<file path="config.mk">
export PLATFORM = sky130hd
export DESIGN_NAME = lane_reconfig_seq
export DESIGN_NICKNAME = d
export VERILOG_FILES = /design/src/rtl/lane_seq_pkg.sv /design/src/rtl/lane_seq_timer.sv /design/src/rtl/lane_seq_deadline.sv /design/src/rtl/lane_reconfig_seq.sv
export SDC_FILE = /design/constraint.sdc
export NUM_CORES = 1
export LEC_CHECK = 0
export BUFFER_PORTS_ARGS = -buffer_cell sky130_fd_sc_hd__buf_2
export CORE_AREA = 3 3 66 62
export CTS_CLUSTER_DIAMETER = 40
export DETAILED_ROUTE_END_ITERATION = 8
export DIE_AREA = 0 0 69 65
export GPL_TIMING_DRIVEN = 0
export PLACE_DENSITY = 0.65
export RECOVER_POWER = 50
export SYNTH_ARGS = -nofsm -noshare
export SYNTH_HDL_FRONTEND = slang
export SYNTH_SLANG_ARGS = --single-unit
export TNS_END_PERCENT = 50
</file>
<file path="constraint.sdc">
create_clock -name clk -period 2.25 [get_ports clk]
set_input_delay 0.1125 -clock clk [delete_from_list [all_inputs] [get_ports clk]]
set_output_delay 0.1125 -clock clk [all_outputs]
set_load 0.02 [all_outputs]
</file>
<file path="src/rtl/lane_seq_pkg.sv">
package lane_seq_pkg;

  typedef enum logic [2:0] {
    ST_IDLE, ST_HOLD, ST_REQ, ST_WACK, ST_SETTLE, ST_TRAIN, ST_DONE, ST_TOUT
  } seq_state_t;

  // Smallest cycle count whose duration reaches the given time, at least one.
  function automatic int ns_to_cycles(input int ns, input int period_ps);
    int c;
    c = (ns * 1000 + period_ps - 1) / period_ps;
    return (c < 1) ? 1 : c;
  endfunction

  function automatic int bits_for(input int v);
    return (v < 2) ? 1 : $clog2(v + 1);
  endfunction

endpackage

</file>
<file path="src/rtl/lane_seq_timer.sv">
module lane_seq_timer #(
  parameter int W = 5
) (
  input  logic         clk,
  input  logic         rst_n,
  input  logic         load_i,
  input  logic [W-1:0] val_i,
  output logic         zero_o
);
  logic [W-1:0] cnt;

  always_ff @(posedge clk or negedge rst_n) begin
    if (!rst_n)             cnt <= '0;
    else if (load_i)        cnt <= val_i;
    else if (cnt != '0)     cnt <= cnt - 1'b1;
  end

  assign zero_o = (cnt == '0);

  p_no_underflow_r2: assert property (@(posedge clk) disable iff (!rst_n)
    (!load_i && cnt == '0) |=> (cnt == '0));
endmodule

</file>
<file path="src/rtl/lane_seq_deadline.sv">
module lane_seq_deadline #(
  parameter int LIMIT = 400,
  parameter int W     = 9
) (
  input  logic clk,
  input  logic rst_n,
  input  logic clear_i,
  input  logic run_i,
  output logic expire_o
);
  logic [W-1:0] cnt;

  assign expire_o = run_i && (cnt == W'(LIMIT - 1));

  always_ff @(posedge clk or negedge rst_n) begin
    if (!rst_n)                   cnt <= '0;
    else if (clear_i)             cnt <= '0;
    else if (run_i && !expire_o)  cnt <= cnt + 1'b1;
  end

  p_within_deadline_r8: assert property (@(posedge clk) disable iff (!rst_n)
    run_i |-> (cnt < W'(LIMIT)));
endmodule

</file>
<file path="src/rtl/lane_reconfig_seq.sv">
module lane_reconfig_seq
  import lane_seq_pkg::*;
#(
  parameter int CLK_PERIOD_PS   = 4000,
  parameter int HOLD_NS         = 50,
  parameter int SETTLE_NS       = 120,
  parameter int DEADLINE_CYCLES = 400,
  parameter int RETRY_W         = 8
) (
  input  logic               clk,
  input  logic               rst_n,
  input  logic               start_i,
  output logic               cfg_req_o,
  input  logic               cfg_ack_i,
  output logic               tx_rst_n_o,
  output logic               rx_rst_n_o,
  output logic               train_en_o,
  input  logic               train_fail_i,
  input  logic               train_ready_i,
  input  logic               frame_lock_i,
  output logic               busy_o,
  output logic               done_o,
  output logic               fail_o,
  output logic [RETRY_W-1:0] retry_cnt_o
);
  localparam int HOLD_CYC   = ns_to_cycles(HOLD_NS, CLK_PERIOD_PS);
  localparam int SETTLE_CYC = ns_to_cycles(SETTLE_NS, CLK_PERIOD_PS);
  localparam int TMR_W      = bits_for((HOLD_CYC > SETTLE_CYC) ? HOLD_CYC : SETTLE_CYC);
  localparam int DL_W       = bits_for(DEADLINE_CYCLES);
  localparam int MON_W      = 16;

  seq_state_t state, nxt;
  logic             tmr_ld, tmr_zero;
  logic [TMR_W-1:0] tmr_val;
  logic             ev_start, ev_ack, ev_success, ev_tfail, ev_retry, ev_expire;
  logic             lane_in_reset;

  // Named internal events
  assign busy_o     = (state inside {ST_HOLD, ST_REQ, ST_WACK, ST_SETTLE, ST_TRAIN});
  assign ev_start   = start_i && !busy_o;
  assign ev_ack     = (state == ST_WACK) && cfg_ack_i;
  assign ev_success = (state == ST_TRAIN) && train_ready_i && frame_lock_i;
  assign ev_tfail   = (state == ST_TRAIN) && train_fail_i && !ev_success;
  assign ev_retry   = ev_tfail && !ev_expire;

  lane_seq_timer #(.W(TMR_W)) u_timer (
    .clk(clk), .rst_n(rst_n), .load_i(tmr_ld), .val_i(tmr_val), .zero_o(tmr_zero)
  );

  lane_seq_deadline #(.LIMIT(DEADLINE_CYCLES), .W(DL_W)) u_deadline (
    .clk(clk), .rst_n(rst_n), .clear_i(ev_start), .run_i(busy_o), .expire_o(ev_expire)
  );

  always_comb begin
    nxt     = state;
    tmr_ld  = 1'b0;
    tmr_val = '0;
    if (!busy_o) begin
      if (start_i) begin
        nxt = ST_HOLD; tmr_ld = 1'b1; tmr_val = TMR_W'(HOLD_CYC - 1);
      end
    end else if (ev_success) begin
      nxt = ST_DONE;
    end else if (ev_expire) begin
      nxt = ST_TOUT;
    end else begin
      unique case (state)
        ST_HOLD:   if (tmr_zero) nxt = ST_REQ;
        ST_REQ:    nxt = ST_WACK;
        ST_WACK:   if (ev_ack) begin
                     nxt = ST_SETTLE; tmr_ld = 1'b1; tmr_val = TMR_W'(SETTLE_CYC - 1);
                   end
        ST_SETTLE: if (tmr_zero) nxt = ST_TRAIN;
        ST_TRAIN:  if (ev_tfail) begin
                     nxt = ST_HOLD; tmr_ld = 1'b1; tmr_val = TMR_W'(HOLD_CYC - 1);
                   end
        default:   nxt = state;
      endcase
    end
  end

  always_ff @(posedge clk or negedge rst_n) begin
    if (!rst_n) state <= ST_IDLE;
    else        state <= nxt;
  end

  always_ff @(posedge clk or negedge rst_n) begin
    if (!rst_n)                                    retry_cnt_o <= '0;
    else if (ev_start)                             retry_cnt_o <= '0;
    else if (ev_retry && (retry_cnt_o != '1))      retry_cnt_o <= retry_cnt_o + 1'b1;
  end

  assign lane_in_reset = (state inside {ST_HOLD, ST_REQ, ST_WACK, ST_SETTLE});
  assign tx_rst_n_o    = !lane_in_reset;
  assign rx_rst_n_o    = !lane_in_reset;
  assign cfg_req_o     = (state == ST_REQ);
  assign train_en_o    = (state == ST_TRAIN);
  assign done_o        = (state == ST_DONE);
  assign fail_o        = (state == ST_TOUT);

  // Window monitors for the assertions
  logic [MON_W-1:0] low_cnt, since_ack;

  always_ff @(posedge clk or negedge rst_n) begin
    if (!rst_n)                 low_cnt <= '0;
    else if (tx_rst_n_o)        low_cnt <= '0;
    else if (low_cnt != '1)     low_cnt <= low_cnt + 1'b1;
  end

  always_ff @(posedge clk or negedge rst_n) begin
    if (!rst_n)                                         since_ack <= '0;
    else if (ev_ack)                                    since_ack <= MON_W'(1);
    else if (tx_rst_n_o)                                since_ack <= '0;
    else if (since_ack != '0 && since_ack != '1)        since_ack <= since_ack + 1'b1;
  end

  p_req_in_reset_r1: assert property (@(posedge clk) disable iff (!rst_n)
    cfg_req_o |-> (!tx_rst_n_o && !rx_rst_n_o));

  p_hold_min_r2: assert property (@(posedge clk) disable iff (!rst_n)
    cfg_req_o |-> (low_cnt >= MON_W'(HOLD_CYC)));

  p_req_pulse_r3: assert property (@(posedge clk) disable iff (!rst_n)
    cfg_req_o |=> !cfg_req_o);

  p_settle_min_r4: assert property (@(posedge clk) disable iff (!rst_n)
    ($rose(tx_rst_n_o) && train_en_o) |-> (since_ack > MON_W'(SETTLE_CYC)));

  p_train_released_r5: assert property (@(posedge clk) disable iff (!rst_n)
    train_en_o |-> (tx_rst_n_o && rx_rst_n_o));

  p_done_cause_r7: assert property (@(posedge clk) disable iff (!rst_n)
    $rose(done_o) |-> $past(train_ready_i && frame_lock_i));

  p_status_excl_r10: assert property (@(posedge clk) disable iff (!rst_n)
    $onehot0({busy_o, done_o, fail_o}));
endmodule

</file>
# == Word-level counts from Yosys, hierarchy flattened ==
# Index checks and enable logic that the tools add are counted.
# classes
addsub,3
n_mul,0
div_mod_pow,0
magnitude_cmp,0
n_eq_ne,14
n_shift,0
mux,29
bitwise,0
reduce_logical,23
# op_table
cell,count
$mux W5,6
$mux W3,8
$mux W9,2
$mux W8,2
$ne A5 B4 Y1 const B,3
$pmux W3 S5,1
$eq A3 B3 Y1 const B,4
$logic_and A1 B1 Y1,10
$pmux W5 S2,1
$reduce_bool A5 Y1,2
$add A9 B1 Y9 const B,1
$eq A9 B9 Y1 const B,1
$add A8 B1 Y8 const B,1
$mux W4,2
$ne A8 B3 Y1 const B,1
$ne A8 B8 Y1 const B,1
$reduce_bool A2 Y1,4
$eq A3 B2 Y1 const B,2
$mux W1,6
$reduce_and A6 Y1,1
$logic_not A5 Y1,1
$ne A5 B2 Y1 const B,1
$sub A5 B1 Y5 const B,1
$logic_not A1 Y1,4
other kinds (3),3
# totals
register_bits,25
latch_bits,0
ramBits,0
rom_bits,0
input_bits,7
out_inout_bits,15
word_cells,73
n_memories,0

# == Longest topological paths before layout ==
# depth
depth_word,11
depth_mapped,7
depth_no_buf,7

# == Modules after synthesis ==
# A second synthesis with hierarchy kept.
# hier_totals
cells_unflattened,183
area_unflattened_um2,1642.8
# by_module_without_submodules
mod,n_inst,cells_each,area_each_um2,seq_area_each_um2
lane_reconfig_seq,1,99,815.8,275.3
lane_seq_deadline,1,57,548.0,225.2
lane_seq_timer,1,27,279.0,125.1

# == Worst setup path after synthesis ==
# OpenSTA, ideal clock, no wires.
# synth_path
path_kind,register to register
from,register retry_cnt_o[0]
to,register retry_cnt_o[3]
setup_time_ns,0.135
t_arrival_ns,1.612
required_time_ns,2.115
path_slack_ns,0.503
path_stages_with_launch,7
n_path_buf,0
synth_period_minus_slack_ns,1.747
cell_sequence,dfrtp_1 -> ha_1 -> and2_1 -> and4_4 -> nor3_4 -> nand4_1 -> mux2i_1
# synth_via
elab_chain_cells,3
word_cells_on_any_way,6
classes_between,add/sub: 1; eq/ne: 1; mux: 2; reduce/logical: 2
# synth_rtl
element,line,text
"start, declared",lane_reconfig_seq.sv:24,output logic [RETRY_W-1:0] retry_cnt_o
"start signal, assigned",lane_reconfig_seq.sv:90,else if (ev_retry && (retry_cnt_o != '1)) retry_cnt_o <= retry_cnt_o + 1'b1;
$add A8 B1 Y8 / $ne A8 B8 Y1 (equally long branches),lane_reconfig_seq.sv:90,
$mux W8 / $logic_and A1 B1 Y1 (equally long branches),lane_reconfig_seq.sv:90,
$mux W8 / $reduce_bool A2 Y1 (equally long branches),n/a,
# Several ways; a longest one is shown, not always the timed one. The select of a mux whose other input is x is not followed.
# A chain may end at the register's enable or synchronous reset.

# == Worst setup path in the final report ==
# layout_path
from,register retry_cnt_o[0]
to,register retry_cnt_o[7]
# Same word-level chain as after synthesis.

==> results.py <==
metrics = {
    "run_status": {
        "status": "completed",
    },
    "drt": {
        "drt_wl_total_um": 3330,
        "vias": 1347,
        "drt_pass1_iterations": 4,
        "drtIter0Drc": 53,
        "routedWlPerCell_um": 14.0,
        "drc_errors": 0,
        "final_antenna_net_count": 0,
        "via_per_inst": 5.68,
    },
    "layout": {
        "drive_above_1_share": 0.233,
        "nNetsFinal": 206,
        "stdcell_area_um2": 1870,
        "antenna-diode-count": 0,
        "fill_cells": 328,
        "syn_to_final_growth_pct": 12.3,
    },
    "timing": {
        "whs_ps": 212,
        "timing.final.crit_share": 0.810,
        "fmax_mhz": 549,
        "skew_ps": 10.3,
        "setup_viol": 0,
        "setup_tns_ps": 0,
        "finalMaxSlewViolations": 0,
        "tightest_slew_ps": 1330,
        "worst_slack_ps": 427,
        "rsz0062_at_grt": "no",
        "report.final.hold_viol_count": 0,
        "slew_headroom": 0.116,
        "period_needed_ps": 1820,
    },
    "clock_tree": {
        "clkSinkCount": 25,
        "cts_resized": 0,
        "cts_buffers": 3,
        "cts_setup_buffers": 0,
        "hold_buffers": 1,
        "clk_root_buffer_cell": "clkbuf_8",
        "cts_tree": "built",
        "clock_latency_ps": 270,
        "htreeDepth": 1,
        "clk_pin_slew_ps": 90,
        "clockBufferDepth": 2,
    },
    "power_and_ir_drop": {
        "p_leak_nw": 0.796,
        "ir_drop_v": 0.000706,
        "power_density_nw_per_um2": 1140,
        "finalPower_mw": 2.13,
    },
    "job": {
        "drv_cap": 0,
    },
    "synth": {
        "seq_area_frac_synth": 0.376,
        "synth_cells": 167,
        "yosysWarnings": 0,
        "synth_edf_count": 0,
        "avgSynthCellArea_um2": 9.96,
        "ys_seq_elements": 25,
        "ys_async_sr_fraction": 1.00,
        "yosys_most_used_dff": "dfrtp_1",
        "ys_types": 52,
        "syn_area_um2": 1660,
        "syn_nets": 179,
    },
    "floorplan": {
        "initial_utilization": 0.489,
        "coreArea_um2": 3400,
        "dieArea_um2": 4490,
        "fp.dieH_um": 65,
        "die_w_um": 69,
        "ioPinCount": 22,
        "row_count": 20,
    },
    "critical_path": {
        "crit_type": "flop to flop",
        "path_max_fanout": 6,
        "cp-start-kind": "flop",
        "slowest_stage": "dfrtp_1",
        "cpPeakStageDelay_ps": 460,
        "cp.arrival_ps": 1980,
        "cp_cell_sequence": "ha_1 -> and2_1 -> and4_4 -> nor3_4 -> nand4_1 -> mux2i_1",
        "cp-end-kind": "flop",
        "worstPathRequired_ps": 2410,
    },
    "place": {
        "place_ws_ps": 440,
        "placed_area_um2": 1820,
        "io_buffers": 21,
        "place_hpwl_um": 2570,
        "routabilityCongestion": 0.812,
    },
    "grt": {
        "grt.overflow.total": 0,
        "grt_pass1_vias": 1259,
        "grt_max_degree": 26,
        "track_usage": 0.162,
        "grt_pass1_wl_um": 5990,
        "antenna_found_initial": 0,
    },
    "hold_path": {
        "hold_path_class": "input port to flop",
    },
}
==> stage by stage <==
step | utilization | std cells
floorplan | - | 167
global placement | 0.536 | 232
detailed placement | 0.536 | 232
CTS | 0.552 | 237
global route | 0.549 | 237
finish | 0.549 | 237
==> state kept, by name, indices dropped and copies added, names as in the netlist <==
| name | count |
|---|---|
| u_deadline.cnt | 9 |
| retry_cnt_o | 8 |
| u_timer.cnt | 5 |
| state | 3 |
==> cells by family after synthesis <==
kind of cell / Yosys count / synth area share
flops: 25 / 0.376
fa+ha+maj: 5 / 0.0376
mux: 4 / 0.0241
xor+xnor: 13 / 0.0684
compound gates: 25 / 0.105
buf+inv: 12 / 0.0459
simple gates: 83 / 0.343
==> metal layers <==
layer  global-route usage  up-vias  wire, µm
li1                     -      654         -
met1                0.222      658      1580
met2                0.260       31      1610
met3               0.0388        4       111
met4               0.0341        0        29
met5                    0        -         0
==> cells in the mapped netlist, types with 2 or more instances <==
master   number  area share
mux2i_1       4       0.024
nor3_4        2       0.020
inv_1         5       0.011
nor4_2        3       0.023
and2_1        3       0.011
nor3_1        5       0.015
o22ai_1       2      0.0075
xnor2_1      12       0.063
nor4_1        3       0.011
o21ai_0       7       0.021
ha_1          5       0.038
nand2_4       2       0.014
nand3_1       8       0.024
or3_4         2       0.014
and3_1        2      0.0075
nor2_1       18       0.041
nand3_4       2       0.021
or3_1         2      0.0075
a21oi_1       4       0.012
nand2_1      14       0.032
o21ai_2       2       0.011
buf_2         3      0.0090
dfrtp_1      25        0.38
nand4_1       4       0.015
==> layout by cell type, fill, tap and decap left out, types with 3 or more instances in the layout <==
cell	count
clkbuf_1	9
buf_2	16
clkbuf_8	3
nor4_2	3
nor3_1	5
a21oi_1	4
ha_1	5
nand3_1	8
and2_1	3
xnor2_1	12
mux2i_1	4
nor2_1	18
nor4_1	3
inv_1	5
nand2_1	14
o21ai_0	7
nand4_1	4
dfrtp_1	25
==> report_power, final <==
part / switching [mW] / total (mW) / internal (mW)
Clock: 0.134 / 0.261 / 0.126
Sequential: 0.140 / 0.712 / 0.572
Combinational: 0.676 / 1.16 / 0.480
Total: 0.950 / 2.13 / 1.18
==> path summary, 6_finish.rpt <==
check,startpoint,endpoint,slack (ps),cells past startpoint
setup reg to reg,retry_cnt_o[0],retry_cnt_o[7],430,6
setup / recovery,retry_cnt_o[0],retry_cnt_o[7],430,6
min in group asynchronous,rst_n,u_timer.cnt[1],660,2
max in group asynchronous,rst_n,u_deadline.cnt[5],800,2
hold reg to reg,retry_cnt_o[3],retry_cnt_o[3],550,1
hold / removal,cfg_ack_i,u_timer.cnt[0],210,3
==> final cells by class <==
| type | count | area, µm² | share of cell area |
|---|---|---|---|
| Timing Repair Buffer | 22 | 105 | 0.0562 |
| Tap cell | 44 | 55.1 | 0.0295 |
| Multi-Input combinational cell | 130 | 962 | 0.515 |
| Clock buffer | 4 | 45.0 | 0.0241 |
| Sequential cell | 25 | 626 | 0.335 |
| Buffer | 6 | 53.8 | 0.0288 |
| Inverter | 6 | 22.5 | 0.0120 |
==> worst max-delay path: cells and delay by family (launching register included) <==
kind	cells	cell delay, ps
muxes	1	140
adders and majority gates	1	290
DFF	1	460
and+or+nand+nor	4	840
(Power assumes the default switching activity.)
